[config.mk]
export PLATFORM = sky130hd
export DESIGN_NAME = rippling_alu
export DESIGN_NICKNAME = d
export VERILOG_FILES = /design/src/rtl/alu_pkg.sv /design/src/rtl/alu_full_adder.sv /design/src/rtl/alu_bit_slice.sv /design/src/rtl/rippling_alu.sv
export SDC_FILE = /design/constraint.sdc
export NUM_CORES = 1
export LEC_CHECK = 0
export ABC_AREA = 1
export CORE_MARGIN = 5
export CORE_UTILIZATION = 49
export DETAILED_ROUTE_END_ITERATION = 12
export PLACE_DENSITY = 0.9
export SLEW_MARGIN = 25
export SYNTH_ARGS = -nofsm -noshare
export SYNTH_HDL_FRONTEND = slang
export SYNTH_HIERARCHICAL = 1
export SYNTH_SLANG_ARGS = --single-unit
[constraint.sdc]
create_clock -name vclk -period 46.4
set_input_delay 9.28 -clock vclk [all_inputs]
set_output_delay 9.28 -clock vclk [all_outputs]
set_load 0.01 [all_outputs]
[src/rtl/alu_pkg.sv]
package alu_pkg;

  localparam int unsigned ALU_WIDTH_DEF = 32;
  localparam int unsigned ALU_OP_BITS   = 2;

  typedef enum logic [ALU_OP_BITS-1:0] {
    OP_AND  = 2'b00,
    OP_OR   = 2'b01,
    OP_ADD  = 2'b10,
    OP_ZERO = 2'b11
  } alu_op_e;

endpackage

[src/rtl/alu_full_adder.sv]
module alu_full_adder (
  input  logic x_i,
  input  logic y_i,
  input  logic ci_i,
  output logic s_o,
  output logic co_o
);

  // Sum is odd parity of the three inputs; carry is their majority.
  assign s_o  = x_i ^ y_i ^ ci_i;
  assign co_o = (x_i & y_i) | (x_i & ci_i) | (y_i & ci_i);

endmodule

[src/rtl/alu_bit_slice.sv]
module alu_bit_slice
  import alu_pkg::*;
(
  input  logic    a_i,
  input  logic    b_i,
  input  logic    c_i,
  input  alu_op_e op_i,
  output logic    y_o,
  output logic    c_o
);

  logic and_bit;
  logic or_bit;
  logic sum_bit;

  // All candidate results are formed in parallel.
  assign and_bit = a_i & b_i;
  assign or_bit  = a_i | b_i;

  alu_full_adder u_fa (
    .x_i  (a_i),
    .y_i  (b_i),
    .ci_i (c_i),
    .s_o  (sum_bit),
    .co_o (c_o)
  );

  // Per-slice selector: one input per supported operation.
  always_comb begin
    unique case (op_i)
      OP_AND:  y_o = and_bit;
      OP_OR:   y_o = or_bit;
      OP_ADD:  y_o = sum_bit;
      default: y_o = 1'b0;
    endcase
  end

endmodule

[src/rtl/rippling_alu.sv]
module rippling_alu
  import alu_pkg::*;
#(
  parameter int unsigned WIDTH = ALU_WIDTH_DEF
) (
  input  logic [WIDTH-1:0]       opa_i,
  input  logic [WIDTH-1:0]       opb_i,
  input  logic [ALU_OP_BITS-1:0] op_sel_i,
  input  logic                   carry_i,
  output logic [WIDTH-1:0]       result_o,
  output logic                   carry_o
);

  localparam int unsigned CHAIN_LEN = WIDTH + 1;

  alu_op_e              op_q;
  logic [CHAIN_LEN-1:0] chain;

  assign op_q     = alu_op_e'(op_sel_i);
  assign chain[0] = carry_i;

  for (genvar i = 0; i < WIDTH; i++) begin : g_slice
    alu_bit_slice u_slice (
      .a_i  (opa_i[i]),
      .b_i  (opb_i[i]),
      .c_i  (chain[i]),
      .op_i (op_q),
      .y_o  (result_o[i]),
      .c_o  (chain[i+1])
    );
  end

  assign carry_o = chain[WIDTH];

endmodule

# Word-level counts from Yosys, hierarchy flattened
# Cells that the tools add are included.
# totals
register_bits,0
wordCells,291
# classes
n_reduce_logical,1
muxes,32
eq_ne,2
bitwise,256
# op_table
op,count
1-bit bitwise AND,96
1-bit bitwise OR,96
1-bit case mux with 3 select lines,32
1-bit XOR,64
"2-bit by 1-bit equality test with 1-bit output, second input constant",1
"2-bit equality test, second input constant",1
2-bit logical NOT,1

# Depth between registers and ports, before layout
# Gate-level depths: netlist (run 1).
# depth
word_depth,96
ltp_mapped,34
ltp_nobuf,34

# By module
# The synthesis (run 1) kept the hierarchy.
# by_module_without_submodules
module,seq_area_each_um2,cells_per_inst,area_each_um2,n_inst
alu_bit_slice,0.0,12,55.1,32
alu_full_adder,0.0,1,20.0,32

# Worst setup path after synthesis (run 1)
# Ideal clock, no wire load.
# synth_path
path_type,in2out
from,input port opa_i[0]
to,output port result_o[31]
t_required_ns,37.120
path_slack_ns,15.371
path_buffers,0
t_arrival_ns,21.749
cell_stages,34
path_cell_list,fa_1 > fa_1 > fa_1 > fa_1 > fa_1 > fa_1 > fa_1 > fa_1 > fa_1 > fa_1 > fa_1 > fa_1 > fa_1 > fa_1 > fa_1 > fa_1 > fa_1 > fa_1 > fa_1 > fa_1 > fa_1 > fa_1 > fa_1 > fa_1 > fa_1 > fa_1 > fa_1 > fa_1 > fa_1 > fa_1 > fa_1 > fa_1 > nand3_1 > nand3_2
# synth_via
elab_chain_len,95
elab_cells_between_ends,126
cone_classes,mux: 1; bitwise: 125
# synth_lines
element,line_no,source
start: declaration,rippling_alu.sv:6,"input logic [WIDTH-1:0] opa_i,"
1-bit bitwise AND,alu_full_adder.sv:11,assign co_o = (x_i & y_i) | (x_i & ci_i) | (y_i & ci_i);
1-bit bitwise OR (*) (2 in a row),alu_full_adder.sv:11,
1-bit bitwise AND,alu_full_adder.sv:11,
1-bit bitwise OR,alu_full_adder.sv:11,
1-bit bitwise OR (*),alu_full_adder.sv:11,
named net chain[2],rippling_alu.sv:17,logic [CHAIN_LEN-1:0] chain;
1-bit bitwise AND,alu_full_adder.sv:11,
1-bit bitwise OR,alu_full_adder.sv:11,
[1 not listed],n/a,
named net chain[3],rippling_alu.sv:17,
[3 not listed],n/a,
named net chain[4],rippling_alu.sv:17,
[3 not listed],n/a,
named net chain[5],rippling_alu.sv:17,
[3 not listed],n/a,
named net chain[6],rippling_alu.sv:17,
[3 not listed],n/a,
named net chain[7],rippling_alu.sv:17,
[3 not listed],n/a,
named net chain[8],rippling_alu.sv:17,
[3 not listed],n/a,
named net chain[9],rippling_alu.sv:17,
[3 not listed],n/a,
named net chain[10],rippling_alu.sv:17,
[3 not listed],n/a,
named net chain[11],rippling_alu.sv:17,
[3 not listed],n/a,
named net chain[12],rippling_alu.sv:17,
[3 not listed],n/a,
named net chain[13],rippling_alu.sv:17,
[3 not listed],n/a,
named net chain[14],rippling_alu.sv:17,
[3 not listed],n/a,
named net chain[15],rippling_alu.sv:17,
[3 not listed],n/a,
named net chain[16],rippling_alu.sv:17,
[3 not listed],n/a,
named net chain[17],rippling_alu.sv:17,
[3 not listed],n/a,
named net chain[18],rippling_alu.sv:17,
[3 not listed],n/a,
named net chain[19],rippling_alu.sv:17,
[3 not listed],n/a,
named net chain[20],rippling_alu.sv:17,
[3 not listed],n/a,
named net chain[21],rippling_alu.sv:17,
[3 not listed],n/a,
named net chain[22],rippling_alu.sv:17,
[3 not listed],n/a,
named net chain[23],rippling_alu.sv:17,
[3 not listed],n/a,
named net chain[24],rippling_alu.sv:17,
[3 not listed],n/a,
named net chain[25],rippling_alu.sv:17,
[3 not listed],n/a,
named net chain[26],rippling_alu.sv:17,
[3 not listed],n/a,
named net chain[27],rippling_alu.sv:17,
[3 not listed],n/a,
named net chain[28],rippling_alu.sv:17,
[3 not listed],n/a,
named net chain[29],rippling_alu.sv:17,
[3 not listed],n/a,
named net chain[30],rippling_alu.sv:17,
1-bit bitwise AND,alu_full_adder.sv:11,
1-bit bitwise OR,alu_full_adder.sv:11,
1-bit bitwise OR (*),alu_full_adder.sv:11,
named net chain[31],rippling_alu.sv:17,
1-bit XOR (*),alu_full_adder.sv:10,assign s_o = x_i ^ y_i ^ ci_i;
named net g_slice[31].u_slice.sum_bit,alu_bit_slice.sv:14,logic sum_bit;
1-bit case mux with 3 select lines (*),alu_bit_slice.sv:30,unique case (op_i)
end: declaration,rippling_alu.sv:10,"output logic [WIDTH-1:0] result_o,"
# Mark *: on every way through the listed nets, which the timed path passes. The rest lies on a longest branch.

# Worst setup path after layout (run 1)
# layout_path
from,input port opa_i[0]
to,output port result_o[31]
# layout_via
elab_chain_len,95
elab_cells_between_ends,126
cone_classes,mux: 1; bitwise: 125
# layout_lines
element,line_no
1-bit bitwise AND,alu_full_adder.sv:11
1-bit bitwise OR (*) (2 in a row),alu_full_adder.sv:11
named net chain[1],rippling_alu.sv:17
1-bit bitwise AND,alu_full_adder.sv:11
1-bit bitwise OR,alu_full_adder.sv:11
1-bit bitwise OR (*),alu_full_adder.sv:11
named net chain[2],rippling_alu.sv:17
1-bit bitwise AND,alu_full_adder.sv:11
[2 not listed],n/a
named net chain[3],rippling_alu.sv:17
[3 not listed],n/a
named net chain[4],rippling_alu.sv:17
[3 not listed],n/a
named net chain[5],rippling_alu.sv:17
[3 not listed],n/a
named net chain[6],rippling_alu.sv:17
[3 not listed],n/a
named net chain[7],rippling_alu.sv:17
[3 not listed],n/a
named net chain[8],rippling_alu.sv:17
[3 not listed],n/a
named net chain[9],rippling_alu.sv:17
[3 not listed],n/a
named net chain[10],rippling_alu.sv:17
[3 not listed],n/a
named net chain[11],rippling_alu.sv:17
[3 not listed],n/a
named net chain[12],rippling_alu.sv:17
[3 not listed],n/a
named net chain[13],rippling_alu.sv:17
[3 not listed],n/a
named net chain[14],rippling_alu.sv:17
[3 not listed],n/a
named net chain[15],rippling_alu.sv:17
[3 not listed],n/a
named net chain[16],rippling_alu.sv:17
[3 not listed],n/a
named net chain[17],rippling_alu.sv:17
[3 not listed],n/a
named net chain[18],rippling_alu.sv:17
[3 not listed],n/a
named net chain[19],rippling_alu.sv:17
[3 not listed],n/a
named net chain[20],rippling_alu.sv:17
[3 not listed],n/a
named net chain[21],rippling_alu.sv:17
[3 not listed],n/a
named net chain[22],rippling_alu.sv:17
[3 not listed],n/a
named net chain[23],rippling_alu.sv:17
[3 not listed],n/a
named net chain[24],rippling_alu.sv:17
[3 not listed],n/a
named net chain[25],rippling_alu.sv:17
[3 not listed],n/a
named net chain[26],rippling_alu.sv:17
[3 not listed],n/a
named net chain[27],rippling_alu.sv:17
[3 not listed],n/a
named net chain[28],rippling_alu.sv:17
[3 not listed],n/a
named net chain[29],rippling_alu.sv:17
[3 not listed],n/a
named net chain[30],rippling_alu.sv:17
1-bit bitwise AND,alu_full_adder.sv:11
1-bit bitwise OR,alu_full_adder.sv:11
1-bit bitwise OR (*),alu_full_adder.sv:11
named net chain[31],rippling_alu.sv:17
1-bit XOR (*),alu_full_adder.sv:10
named net g_slice[31].u_slice.sum_bit,alu_bit_slice.sv:14
1-bit case mux with 3 select lines (*),alu_bit_slice.sv:30
# Marked as above.

==> metrics.md, run 1 <==
| Metric | Value |
|---|---|
| CTS Hold Bufs | 0 |
| Starting density of the core | 50.5% |
| Yosys cell types | 7 |
| # resized after CTS | 0 |
| Cell family with most CP delay | adder cells |
| Die W | 80.0 um |
| Drt first pass iters | 4 |
| Crit path largest cell delay | 0.53 ns |
| Largest net degree at the start of global routing | 97 |
| Largest fanout on the critical path | 3 |
| WP data arrival | 23.25 ns |
| Period minus WS final | 32.53 ns |
| Port-buffer cells | 100 |
| Crit Path Class | input port to primary output |
| Critical path's slowest cell | clkdlybuf4s50_1 |
| Net Count, Synth | 515 |
| Worst VDD drop | 0.0101 mV |
| Synth-to-Final Area Change | 45.1% |
| Vias per inst | 4.46 |
| Antenna Nets Post-Route | 0 |
| Max-cap violations | 0 |
| Sequential cells | 0 |
| Startpoint Class | input port |
| First-pass GRT wire length | 10,000 um |
| Total number of vias | 2,603 |
| Pwr dens | 10.4 mW/mm2 |
| Sequential fraction of the synthesis area | 0% |
| Pleak | 2.06 nW |
| Final period util | 70.1% |
| Setup_tns | 0 ns |
| Fin. Hold Viols | 0 |
| Ant. Diodes | 0 |
| Mapped Cells | 416 |
| Row cnt | 25 |
| Initial antenna violation count | 0 |
| DIE AREA | 0.00640 mm2 |
| Global Route Usage Sum | 18.4% |
| Synth Area per Inst | 5.77 um2 |
| Setup-failing EPs final | 0 |
| DP HPWL | 4780 um |
| NumNets Final | 617 |
| Number of setup buffers added after CTS | 0 |
| Clkbuf count | 0 |
| Layout cell share with drive strength beyond 1 | 12.8% |
| Routed length per instance | 9.90 um |
| Most frequent cells in the layout | 128 x inv_1, 128 x nand2_1, 98 x clkdlybuf4s50_1 |
| Register Area | 0 um2 |
| Worst Tran Pin Value | 0.774 ns |
| DRC Markers | 0 |
| Most common cell on crit path | fa_1 |
| Routability Congestion | 0.816 |
| IO Pins | 100 |
| Max transition margin | 48.4% |
| Initial drt markers | 94 |
| Drt total wl | 5770 um |
| Core area | 0.00475 mm2 |
| Cell area after synthesis | 0.00240 mm2 |
| Vias in the first global route | 2,599 |
| CP Capture Type | primary output |
| Fmax | 30.7 MHz |
| Status | finished clean |
| Chip height | 80.0 um |
| Buffer and inverter count on the worst path | 2 |
| CP required | 37.12 ns |
| RSZ-0062 raised after global routing | no |
| Total power | 0.0363 mW |
| Slew Viols, Final | 0 |
| Hold crit path type | input port to primary output |
| Grt total ovfl | 0 |
| Yosys Warn Count | 6 |
## synthesized netlist by cell type
master | number | share of area [%]
nand3_2 | 32 | 13
fa_1 | 32 | 27
nor2_2 | 32 | 8.3
nand2_1 | 128 | 20
inv_1 | 128 | 20
nand3_1 | 32 | 6.7
nor2_1 | 32 | 5.0
## worst min-delay path: stages
cell             delay [ns]
buf_6                  0.29
nand3_1                0.20
nand3_2                0.07
clkdlybuf4s50_1        0.47
## where the power goes
group,internal (mW),leakage [nW],total (mW),switching (mW)
Combinational,0.0189,2.06,0.0363,0.0174
Clock,0,0,0,0
Sequential,0,0,0,0
## worst paths after layout
path                           end         from  cells past startpoint  slack [ns]
worst min-delay path   result_o[6]  op_sel_i[1]                      4       19.61
worst max-delay path  result_o[31]     opa_i[0]                     36       13.87
## per-stage QoR
step / util, % / setup WS, ns / instance area, um2 / hold WS (ns) / std cells
2_1_floorplan: - / 15.37 / 2400 / 18.71 / 416
3_3_place_gp: 73.2 / 13.98 / 3480 / 19.72 / 583
3_5_place_dp: 73.2 / 13.83 / 3480 / 19.73 / 583
4_1_cts: 73.2 / 13.81 / 3480 / 19.73 / 583
5_1_grt: 73.3 / 13.40 / 3490 / 19.68 / 583
6_report: 73.3 / 13.87 / 3490 / 19.61 / 583
## layer usage
layer	part of all wire, %	GRT usage (%)
met1	42	21.7
met2	52	36.2
met3	5.1	1.81
met4	0.49	2.36
met5	0	0
## layout make-up
cell class | instances | area [um2]
Timing Repair Buffer | 100 | 1000
Inverter | 128 | 480
Multi-Input combinational cell | 288 | 1920
Fill cell | 403 | 1270
Tap cell | 67 | 83.8
## cells by family (layout without fill, tap and decap cells)
group | after synthesis | after routing | share of synthesized area (%)
and+or+nand+nor | 256 | 256 | 53.3
buffers and inverters | 128 | 228 | 20.0
adders and majority gates | 32 | 32 | 26.7
No activity file was read; power rests on OpenSTA's default activity.
==> inputs of run 2 (changes only) <==
- CORE_UTILIZATION: 49 -> 46
- PLACE_DENSITY: 0.9 -> 0.85
- clock period: 46.4 -> 33.3 ns (I/O delays scaled with it)
==> run 2 against run 1 <==
Against the previous run:
- sequential share of layout area stayed put
- flip-flop and latch count stayed put
- non-clock buffer count stayed put
- hold slack worse by 5.3 ns
- critical path depth stayed put
- critical endpoint unchanged
==> metrics.md, run 2 (same netlist as run 1, synthesis figures left out) <==
| Metric | Value |
|---|---|
| Status | finished clean |
| Initial drt markers | 99 |
| Port-buffer cells | 100 |
| Antenna Nets Post-Route | 0 |
| Die W | 82.3 um |
| WP depth | 36 |
| Max transition margin | 48.2% |
| # resized after CTS | 0 |
| Drt first pass iters | 4 |
| Period minus WS final | 27.35 ns |
| Worst Tran Pin Value | 0.777 ns |
| Crit path largest cell delay | 0.54 ns |
| CP Capture Type | primary output |
| Number of setup buffers added after CTS | 0 |
| Drt total wl | 5960 um |
| IO Pins | 100 |
| Vias per inst | 4.41 |
| Vias in the first global route | 2,638 |
| Startpoint Class | input port |
| Global Route Usage Sum | 18.8% |
| Hold slack | 14.35 ns |
| Worst VDD drop | 0.0134 mV |
| Grt total ovfl | 0 |
| Setup-failing EPs final | 0 |
| Routability Congestion | 0.781 |
| Hold crit path type | input port to primary output |
| Cell family with most CP delay | adder cells |
| RSZ-0062 raised after global routing | no |
| CTS Hold Bufs | 0 |
| Fill cell count | 463 |
| Final period util | 82.1% |
| Routed length per instance | 10.2 um |
| First-pass GRT wire length | 10,600 um |
| Setup_tns | 0 ns |
| Layout cell share with drive strength beyond 1 | 12.8% |
| Slew Viols, Final | 0 |
| NumNets Final | 617 |
| WP data arrival | 20.69 ns |
| Core area | 0.00507 mm2 |
| Buffer and inverter count on the worst path | 2 |
| Pwr dens | 14.5 mW/mm2 |
| Crit Path Class | input port to primary output |
| Pleak | 2.06 nW |
| Post-route setup slack | 5.95 ns |
| Largest net degree at the start of global routing | 97 |
| Row cnt | 26 |
| Initial antenna violation count | 0 |
| Total number of vias | 2,582 |
| DIE AREA | 0.00677 mm2 |
| Ant. Diodes | 0 |
| DP HPWL | 5030 um |
| Synth-to-Final Area Change | 45.3% |
| Register Area | 0 um2 |
| Fmax | 36.6 MHz |
| Starting density of the core | 47.3% |
| Chip height | 82.3 um |
| Max-cap violations | 0 |
| Pre-CTS WS | 5.93 ns |
| Most common cell on crit path | fa_1 |
| Critical path's slowest cell | clkdlybuf4s50_1 |
| Largest fanout on the critical path | 3 |
| Fin. Hold Viols | 0 |
| Sequential cells | 0 |
| DRC Markers | 0 |
| Most frequent cells in the layout | 128 x inv_1, 128 x nand2_1, 98 x clkdlybuf4s50_1 |
| Clkbuf count | 0 |
| Worst Hold Depth | 4 |
| CP required | 26.64 ns |
## run 2: cell counts in the layout (fill, tap and decap cells not counted)
No cell type changed its count.
## run 2: layer usage
metal / track usage [%] / vias to the layer above / routed length [um]
met5: 0 / - / 0
met4: 1.66 / 0 / 12
met2: 38.2 / 56 / 3260
li1: - / 1388 / -
met3: 2.60 / 2 / 370
met1: 21.1 / 1136 / 2310
## run 2: worst paths after layout
kind                     from            to
setup / recovery     opa_i[0]  result_o[31]
hold / removal    op_sel_i[1]  result_o[30]
## run 2: tightest hold or removal path, stage by stage
cell and delay (ns):
buf_6 0.27, nand3_1 0.20, nand3_2 0.07, clkdlybuf4s50_1 0.47
## run 2: cell type report
class	count	area, um2	area share (%)
well taps	70	87.6	2.51
inverters	128	480	13.8
multi-input cells	288	1920	55.1
repair buffers	100	1000	28.6
## run 2: power by group
group / switching (mW) / internal, mW / leakage (nW)
clock: 0 / 0 / 0
sequential: 0 / 0 / 0
combinational: 0.0244 / 0.0263 / 2.06
## run 2: stage by stage
stage / power (mW) / util, % / instances / instance area, um2
finish: 0.0507 / 68.8 / 586 / 3490
global route: 0.0574 / 68.8 / 586 / 3490
CTS: 0.0515 / 68.6 / 586 / 3480
detailed placement: 0.0513 / 68.6 / 586 / 3480
global placement: 0.0492 / 68.6 / 586 / 3480
floorplan: 0.0235 / - / 416 / 2400
==> inputs of run 3 (changes only) <==
- clock period: 33.3 -> 25.5 ns (I/O delays scaled with it)
==> run 3 against run 2 <==
Against the previous run:
- first-iteration DRC count up 3.0%
- via count increased by 0.23%
- non-clock buffer count unchanged
- die area is the same
- flip-flop and latch count unchanged
- design area did not move
==> metrics.md, run 3 (same netlist as run 1, synthesis figures left out) <==
| Metric | Value |
|---|---|
| Vias in the first global route | 2,635 |
| Register Area | 0 um2 |
| Crit path largest cell delay | 0.53 ns |
| Largest fanout on the critical path | 3 |
| Die W | 82.3 um |
| Period minus WS final | 24.24 ns |
| Crit Path Class | input port to primary output |
| Most frequent cells in the layout | 128 x inv_1, 128 x nand2_1, 98 x clkdlybuf4s50_1 |
| CTS Hold Bufs | 0 |
| CP required | 20.40 ns |
| Clkbuf count | 0 |
| NumNets Final | 617 |
| Final Instance Area | 0.00349 mm2 |
| Max-cap violations | 0 |
| Fin. Hold Viols | 0 |
| CP Capture Type | primary output |
| IO Pins | 100 |
| Fmax | 41.3 MHz |
| Layout cell share with drive strength beyond 1 | 12.8% |
| Startpoint Class | input port |
| Pleak | 2.06 nW |
| DIE AREA | 0.00677 mm2 |
| Drt total wl | 5930 um |
| DP HPWL | 5010 um |
| Worst VDD drop | 0.0171 mV |
| WP data arrival | 19.14 ns |
| Routability Congestion | 0.781 |
| Most common cell on crit path | fa_1 |
| Cell family with most CP delay | adder cells |
| Fill cell count | 464 |
| Initial drt markers | 102 |
| Global Route Usage Sum | 18.8% |
| Routed length per instance | 10.1 um |
| Vias per inst | 4.42 |
| Hold slack | 11.23 ns |
| Starting density of the core | 47.3% |
| Largest net degree at the start of global routing | 97 |
| Grt total ovfl | 0 |
| Synth-to-Final Area Change | 45.3% |
| Hold crit path type | input port to primary output |
| Final period util | 95.0% |
| Pwr dens | 19.0 mW/mm2 |
| Chip height | 82.3 um |
| Slew Viols, Final | 0 |
| Initial antenna violation count | 0 |
| Status | finished clean |
| Core area | 0.00507 mm2 |
| Critical path's slowest cell | clkdlybuf4s50_1 |
| Worst Tran Pin Value | 0.774 ns |
| Number of setup buffers added after CTS | 0 |
| Ant. Diodes | 0 |
| DRC Markers | 0 |
| Max transition margin | 48.4% |
| Drt first pass iters | 4 |
| Setup-failing EPs final | 0 |
| Buffer and inverter count on the worst path | 2 |
| Antenna Nets Post-Route | 0 |
| RSZ-0062 raised after global routing | no |
| Total number of vias | 2,588 |
| First-pass GRT wire length | 10,600 um |
| Row cnt | 26 |
| Port-buffer cells | 100 |
| # resized after CTS | 0 |
| Sequential cells | 0 |
| Setup_tns | 0 ns |
| Area after DPL | 0.00348 mm2 |
run 3: cell counts in the layout (fill, tap and decap cells not counted):
No cell type changed its count.
run 3: through the flow:
stage | cells | setup slack, ns | utilization [%] | power, mW
floorplan | 416 | 2.83 | - | 0.0307
global placement | 586 | 1.45 | 68.6 | 0.0642
detailed placement | 586 | 1.25 | 68.6 | 0.0669
CTS | 586 | 1.21 | 68.6 | 0.0672
global route | 586 | 0.770 | 68.8 | 0.0751
finish | 586 | 1.26 | 68.8 | 0.0662
run 3: final timing paths:
kind   startpoint           end  slack (ns)  cells past startpoint
max      opa_i[0]  result_o[31]        1.26                     36
min   op_sel_i[1]  result_o[31]       11.23                      4
run 3: tightest hold or removal path, stage by stage:
cell and delay, ns:
buf_6 0.28, nand3_1 0.20, nand3_2 0.07, clkdlybuf4s50_1 0.47
run 3: area by class of cell:
type	instances	area [um2]	area share (%)
inverters	128	480	13.8
multi-input cells	288	1920	55.1
well taps	70	87.6	2.51
repair buffers	100	1000	28.6
run 3: power breakdown:
| part | leakage, nW | total (mW) | internal, mW | switching (mW) |
|---|---|---|---|---|
| Combinational | 2.06 | 0.0662 | 0.0344 | 0.0318 |
| Sequential | 0 | 0 | 0 | 0 |
| Clock | 0 | 0 | 0 | 0 |
run 3: metal layers:
| metal | GRT usage (%) | part of all wire [%] |
|---|---|---|
| met5 | 0 | 0 |
| met4 | 0.997 | 0.27 |
| met3 | 2.06 | 6.4 |
| met2 | 38.5 | 55 |
| met1 | 21.3 | 39 |
